`config.mk`:
```
export PLATFORM = sky130hd
export DESIGN_NAME = i2c_cfg_reg
export DESIGN_NICKNAME = d
export VERILOG_FILES = /design/src/rtl/i2c_cfg_pkg.sv /design/src/rtl/i2c_cfg_speed_legal.sv /design/src/rtl/i2c_cfg_store.sv /design/src/rtl/i2c_cfg_reg.sv
export SDC_FILE = /design/constraint.sdc
export NUM_CORES = 1
export LEC_CHECK = 0
export BUFFER_PORTS_ARGS = -buffer_cell sky130_fd_sc_hd__buf_2
export CAP_MARGIN = 30
export CORE_ASPECT_RATIO = 0.9
export CORE_UTILIZATION = 30
export CTS_BUF_LIST = sky130_fd_sc_hd__clkbuf_2
export DETAILED_ROUTE_END_ITERATION = 10
export GPL_TIMING_DRIVEN = 0
export PLACE_DENSITY_LB_ADDON = 0.12
export SLEW_MARGIN = 10
export SYNTH_ARGS = -nofsm -noshare
export SYNTH_HDL_FRONTEND = slang
export SYNTH_SLANG_ARGS = --single-unit
```
`constraint.sdc`:
```
create_clock -name clk -period 1 [get_ports clk]
set_clock_uncertainty 0.05 [all_clocks]
set_input_delay 0.15 -clock clk [delete_from_list [all_inputs] [get_ports clk]]
set_output_delay 0.15 -clock clk [all_outputs]
set_load 0.02 [all_outputs]
```
`src/rtl/i2c_cfg_pkg.sv`:
```
package i2c_cfg_pkg;
  localparam int unsigned REG_W = 32;
  localparam int unsigned USED_W = 11;

  // Field order matches bit order: bit 10 first, bit 0 last.
  typedef struct packed {
    logic       stop_mst;
    logic       rx_hold;
    logic       tx_empty;
    logic       stop_addr;
    logic       slv_dis;
    logic       restart;
    logic       mst10;
    logic       slv10;
    logic [1:0] speed;
    logic       master;
  } cfg_t;
endpackage

```
`src/rtl/i2c_cfg_speed_legal.sv`:
```
module i2c_cfg_speed_legal #(
  parameter int unsigned MAX_SPEED = 2
) (
  input  logic [1:0] code_in,
  output logic [1:0] code_out
);
  localparam logic [1:0] MAX_CODE = 2'(MAX_SPEED);

  always_comb begin
    if (code_in == 2'd0 || code_in > MAX_CODE) code_out = MAX_CODE;
    else code_out = code_in;
  end
endmodule

```
`src/rtl/i2c_cfg_store.sv`:
```
module i2c_cfg_store
  import i2c_cfg_pkg::*;
#(
  parameter int unsigned MAX_SPEED      = 2,
  parameter bit          DYN_TAR_UPDATE = 1'b1,
  parameter bit          RX_HOLD_OPT    = 1'b0,
  parameter bit          STOP_MST_OPT   = 1'b0
) (
  input  logic       clk,
  input  logic       rst_n,
  input  logic       wr_en,
  input  cfg_t       wr_val,
  output cfg_t       cur
);
  localparam cfg_t RST_VAL = '{
    stop_mst: 1'b0, rx_hold: 1'b0, tx_empty: 1'b0, stop_addr: 1'b0,
    slv_dis: 1'b1, restart: 1'b1, mst10: 1'b1, slv10: 1'b1,
    speed: 2'(MAX_SPEED), master: 1'b1
  };

  cfg_t q;

  always_ff @(posedge clk or negedge rst_n) begin
    if (!rst_n) begin
      q.master    <= RST_VAL.master;
      q.speed     <= RST_VAL.speed;
      q.slv10     <= RST_VAL.slv10;
      q.restart   <= RST_VAL.restart;
      q.slv_dis   <= RST_VAL.slv_dis;
      q.stop_addr <= RST_VAL.stop_addr;
      q.tx_empty  <= RST_VAL.tx_empty;
    end else if (wr_en) begin
      q.master    <= wr_val.master;
      q.speed     <= wr_val.speed;
      q.slv10     <= wr_val.slv10;
      q.restart   <= wr_val.restart;
      q.slv_dis   <= wr_val.slv_dis;
      q.stop_addr <= wr_val.stop_addr;
      q.tx_empty  <= wr_val.tx_empty;
    end
  end

  generate
    if (DYN_TAR_UPDATE) begin : g_mst10_fixed
      always_comb q.mst10 = RST_VAL.mst10;
    end else begin : g_mst10_rw
      always_ff @(posedge clk or negedge rst_n) begin
        if (!rst_n) q.mst10 <= RST_VAL.mst10;
        else if (wr_en) q.mst10 <= wr_val.mst10;
      end
    end

    if (RX_HOLD_OPT) begin : g_hold_rw
      always_ff @(posedge clk or negedge rst_n) begin
        if (!rst_n) q.rx_hold <= 1'b0;
        else if (wr_en) q.rx_hold <= wr_val.rx_hold;
      end
    end else begin : g_hold_fixed
      always_comb q.rx_hold = 1'b0;
    end

    if (STOP_MST_OPT) begin : g_stopm_rw
      always_ff @(posedge clk or negedge rst_n) begin
        if (!rst_n) q.stop_mst <= 1'b0;
        else if (wr_en) q.stop_mst <= wr_val.stop_mst;
      end
    end else begin : g_stopm_fixed
      always_comb q.stop_mst = 1'b0;
    end
  endgenerate

  assign cur = q;
endmodule

```
`src/rtl/i2c_cfg_reg.sv`:
```
module i2c_cfg_reg
  import i2c_cfg_pkg::*;
#(
  parameter int unsigned MAX_SPEED      = 2,
  parameter bit          DYN_TAR_UPDATE = 1'b1,
  parameter bit          RX_HOLD_OPT    = 1'b0,
  parameter bit          STOP_MST_OPT   = 1'b0
) (
  input  logic        clk,
  input  logic        rst_n,
  input  logic        psel,
  input  logic        penable,
  input  logic        pwrite,
  input  logic [31:0] pwdata,
  output logic [31:0] prdata,
  output logic        pready,
  input  logic        ctl_enable,
  output logic        cfg_master_en,
  output logic [1:0]  cfg_speed,
  output logic        cfg_slv_10bit,
  output logic        cfg_mst_10bit,
  output logic        cfg_restart_en,
  output logic        cfg_slave_dis,
  output logic        cfg_stop_if_addr,
  output logic        cfg_tx_empty_ctl,
  output logic        cfg_rx_hold,
  output logic        cfg_stop_if_mst
);
  localparam int unsigned PAD_W = REG_W - USED_W;

  logic       wr_en;
  logic [1:0] speed_ok;
  cfg_t       wr_val;
  cfg_t       cur;

  assign wr_en = psel & penable & pwrite & ~ctl_enable;

  i2c_cfg_speed_legal #(.MAX_SPEED(MAX_SPEED)) u_legal (
    .code_in (pwdata[2:1]),
    .code_out(speed_ok)
  );

  always_comb begin
    wr_val       = cfg_t'(pwdata[USED_W-1:0]);
    wr_val.speed = speed_ok;
  end

  i2c_cfg_store #(
    .MAX_SPEED(MAX_SPEED), .DYN_TAR_UPDATE(DYN_TAR_UPDATE),
    .RX_HOLD_OPT(RX_HOLD_OPT), .STOP_MST_OPT(STOP_MST_OPT)
  ) u_store (
    .clk(clk), .rst_n(rst_n), .wr_en(wr_en), .wr_val(wr_val), .cur(cur)
  );

  assign prdata           = {{PAD_W{1'b0}}, cur};
  assign pready           = 1'b1;
  assign cfg_master_en    = cur.master;
  assign cfg_speed        = cur.speed;
  assign cfg_slv_10bit    = cur.slv10;
  assign cfg_mst_10bit    = cur.mst10;
  assign cfg_restart_en   = cur.restart;
  assign cfg_slave_dis    = cur.slv_dis;
  assign cfg_stop_if_addr = cur.stop_addr;
  assign cfg_tx_empty_ctl = cur.tx_empty;
  assign cfg_rx_hold      = cur.rx_hold;
  assign cfg_stop_if_mst  = cur.stop_mst;
endmodule

```
After elaboration in Yosys (flattened, before gate mapping)
Cells that the tools add are included.
{"block": "op_classes", "order_cmp": 1, "n_mux": 1, "bitwise_logic": 4, "n_reduce_logical": 2}
{"operator": "$and A1 B1 Y1", "count": 3}
{"operator": "$gt A2 B2 Y1 const B", "count": 1}
{"operator": "$logic_not A2 Y1", "count": 1}
{"operator": "$mux W2", "count": 1}
{"operator": "$logic_or A1 B1 Y1", "count": 1}
{"operator": "$not A1 Y1", "count": 1}
{"block": "totals", "regBits": 8, "input_bits": 38, "out_inout_bits": 44, "elab_cells": 15}

Depth between registers and ports, before layout
{"block": "logic_depth", "word_depth": 3, "mapped_depth": 2, "ltp_nobuf": 2}

By module
Synthesis repeated with hierarchy kept, for this count alone.
{"block": "hier_totals", "cells_unflattened": 60, "area_unflattened_um2": 645.6}
{"module": "i2c_cfg_store", "instances": 1, "cells_each": 22, "area_per_inst_um2": 367.9, "seq_area_each_um2": 206.4}
{"module": "i2c_cfg_reg", "instances": 1, "cells_each": 36, "area_per_inst_um2": 265.3, "seq_area_each_um2": 0.0}
{"module": "i2c_cfg_speed_legal", "instances": 1, "cells_each": 2, "area_per_inst_um2": 12.5, "seq_area_each_um2": 0.0}

Least setup slack after synthesis
Ideal clock, no wire load.
{"block": "synth_timing", "kind": "flip-flop to output port", "startpoint": "register u_store.q (netlist bit u_store.cur[0])", "endpoint": "output prdata[0]", "arrival_time_ns": 0.729, "setup_slack_ns": 0.071, "path_stages_with_launch": 2, "path_cell_list": "dfstp_2 > buf_4"}
{"element": "start, declared", "line_no": "i2c_cfg_store.sv:21", "text": "cfg_t q;"}
{"element": "end, declared", "line_no": "i2c_cfg_reg.sv:15", "text": "output logic [31:0] prdata,"}
No word-level cell between the ends.

Worst setup path in the final report
{"block": "layout_timing", "startpoint": "register u_store.q (netlist bit u_store.cur[5])", "endpoint": "output prdata[5]"}
No word-level cell between the ends.

==> results.json <==
{
  "slowest_stage": "dfstp_2",
  "clockRootBuffer": "clkbuf_2",
  "drcViolationCount": 0,
  "async_flop_share": 1.000,
  "status": "complete, but fails checks",
  "vias": 470,
  "cp.required_ns": 0.80,
  "firstDrtPassIters": 5,
  "grt_setup_unrepaired": "true",
  "synthToLayoutAreaGrowth_pct": 71.13,
  "ys.warnings.count": 0,
  "rrSetupSlack_ns": 0.15,
  "yosys.cell_count.top_type": "buf_4",
  "final_core_util": 0.5425,
  "stdcell_area_sq_mm": 0.001039,
  "drtIter0Drc": 3,
  "cts_tree": "done",
  "final_max_slew_viol_count": 0,
  "netlist_top_cells_area": "buf_4, dfstp_2, mux2_2",
  "ioPinCount": 82,
  "worstSetupPathType": "flip-flop to output pin",
  "worst-path-stages": 2,
  "syn_area_per_cell_sq_um": 10.65,
  "min_to": "u_store.cur[8]$_DFFE_PN0P_",
  "portBuffers": 29,
  "multiInputGateArea_sq_um": 224.0,
  "endpoint_kind": "output pin",
  "syn-cell-area_sq_um": 606.8,
  "vias_per_cell": 3.287,
  "rr_startpoint": "u_store.cur[8]$_DFFE_PN0P_",
  "antenna_found_initial": 0,
  "die_y_um": 44.67,
  "cts.sinks": 8,
  "startpoint_type": "flip-flop",
  "cts_made_buffers": 3,
  "rows": 15,
  "ant_nets": 0,
  "period_share": 1.196,
  "clock_power_share": 0.132,
  "synth_edf_count": 0,
  "layout-drive-gt1-share": 0.7034,
  "leakagePower_nw": 0.6092,
  "grt_pass1_wl_um": 1704,
  "worstReg2RegEnd": "u_store.cur[8]$_DFFE_PN0P_",
  "clk_pin_slew_ns": 0.08,
  "synthTopCellsByCount": "buf_4, mux2_2, dfstp_2",
  "synth_top_area_cell": "buf_4",
  "crit_buf_inv": 2,
  "crit_chain": "buf_6 -> buf_6",
  "p_int_w": 0.001068,
  "synth_flop_cell": "dfstp_2",
  "ys_types": 9,
  "startpoint": "u_store.cur[5]$_DFFE_PN1P_",
  "holdWs_ns": 0.08888,
  "cpMostUsedCell": "buf_6",
  "final_hold_viol_count": 0,
  "gp_congestion": 0.5747,
  "grt_overflow": 0,
  "syn-instance-count": 57,
  "max_freq_mhz": 836.4,
  "p_sw_frac": 0.3626,
  "wl_per_cell_um": 7.741,
  "cap_violations": 0,
  "clockBufferDepth": 2,
  "cp_top_family": "flip-flops",
  "crit_path_max_fanout": 3,
  "nNetsFinal": 157,
  "fp.dieW_um": 49.41,
  "fin_crit_ns": 1.196,
  "grt_pass1_vias": 424,
  "clk_latency_ns": 0.23,
  "critPathMaxStageDelay_ns": 0.56,
  "worstPathArrival_ns": 1.00,
  "track_usage": 0.1095,
  "hold_path_class": "input pin to flip-flop",
  "min_from": "pwdata[8]",
  "htreeDepth": 1,
  "fillCellCount": 177,
  "largest_reg_flops": 8,
  "hold_depth": 2,
  "setup_tns_ns": -1.892,
  "power.switching_w": 0.0006079,
  "finalWorstSetupSlack_ns": -0.1956,
  "irDropWorstVdd_v": 0.001121,
  "postPlaceCellArea_sq_um": 880.8,
  "violations": "setup timing",
  "synth-seq-cells": 8,
  "coreArea_sq_mm": 0.001914,
  "p_seq_frac": 0.303,
  "power_density_mw_per_mm2": 1614,
  "synth_top_cell_area_share": 0.4454,
  "die_area_sq_mm": 0.002207,
  "regArea_sq_um": 206.4,
  "setup_viol": 15,
  "wl_um": 1107,
  "initial_utilization": 0.3170,
  "ff2ff_path_depth": 1,
  "grt_max_degree": 9,
  "n_antenna_cell": 0,
  "seq_area_frac_synth": 0.3402,
  "power_frac_comb": 0.565,
  "place_ws_ns": -0.005588
}
power groups by stage:
stage               Clock [W]  Combinational (W)  Sequential (W)
global placement            0           0.000710        0.000480
global route         0.000268           0.000996        0.000518
finish               0.000221           0.000948        0.000508
CTS                  0.000238           0.000942        0.000507
floorplan                   0           0.000445        0.000574
detailed placement          0           0.000711        0.000484
what timing repair did:
item | CTS | global route
endpoints found under the setup margin | 16 | 16
hold endpoints to repair | 8 | 0
pin swaps | 0 | 0
resized for setup | 37 | 0
buffers inserted | 1 | 0
hold buffers | 1 | 0
per-stage QoR:
| stage | instances | total power (W) |
|---|---|---|
| after floorplan | 83 | 0.001019 |
| after global placement | 137 | 0.001190 |
| after detailed placement | 137 | 0.001195 |
| after CTS | 143 | 0.001687 |
| after global routing | 143 | 0.001782 |
| final | 143 | 0.001676 |
layout by cell type, fill, tap and decap left out:
cell type / n
buf_4: 30
conb_1: 28
buf_6: 22
buf_2: 14
mux2_2: 7
dfstp_2: 5
clkbuf_2: 4
dfrtp_1: 3
nand4b_4: 1
nand2b_1: 1
inv_1: 1
mux2i_1: 1
dlygate4sd3_1: 1
worst max-delay path by stage:
stage	endpoint	slack (ns)
after floorplan	prdata[0]	0.07
after detailed placement	u_store.cur[7]$_DFFE_PN0P_	-0.006
after CTS	prdata[3]	-0.22
final	prdata[5]	-0.20
after global placement	u_store.cur[8]$_DFFE_PN0P_	0.0004
after global routing	prdata[3]	-0.26
kinds of logic after synthesis:
logic type / share of synthesized area
other cells: 0.01238
simple gates: 0.04949
buf+inv: 0.4515
flops: 0.3402
mux: 0.1464
metal layers:
metal  track usage  vias up  routed length [um]  share of wire
met5             0        -                   0              0
met4       0.03429        0                   0              0
met3       0.06529        0                 148           0.13
met2        0.2192       37                 591           0.53
met1       0.08996      196                 367           0.33
li1              -      237                   -              -
final cells by class:
class | instances | area share
buffer | 36 | 0.2892
sequential | 8 | 0.1988
tap | 25 | 0.03012
inverter | 1 | 0.003614
timing repair buffer | 31 | 0.2434
multi-input combinational | 38 | 0.2157
clock buffer | 4 | 0.01928
No activity file was read; power rests on OpenSTA's default activity.
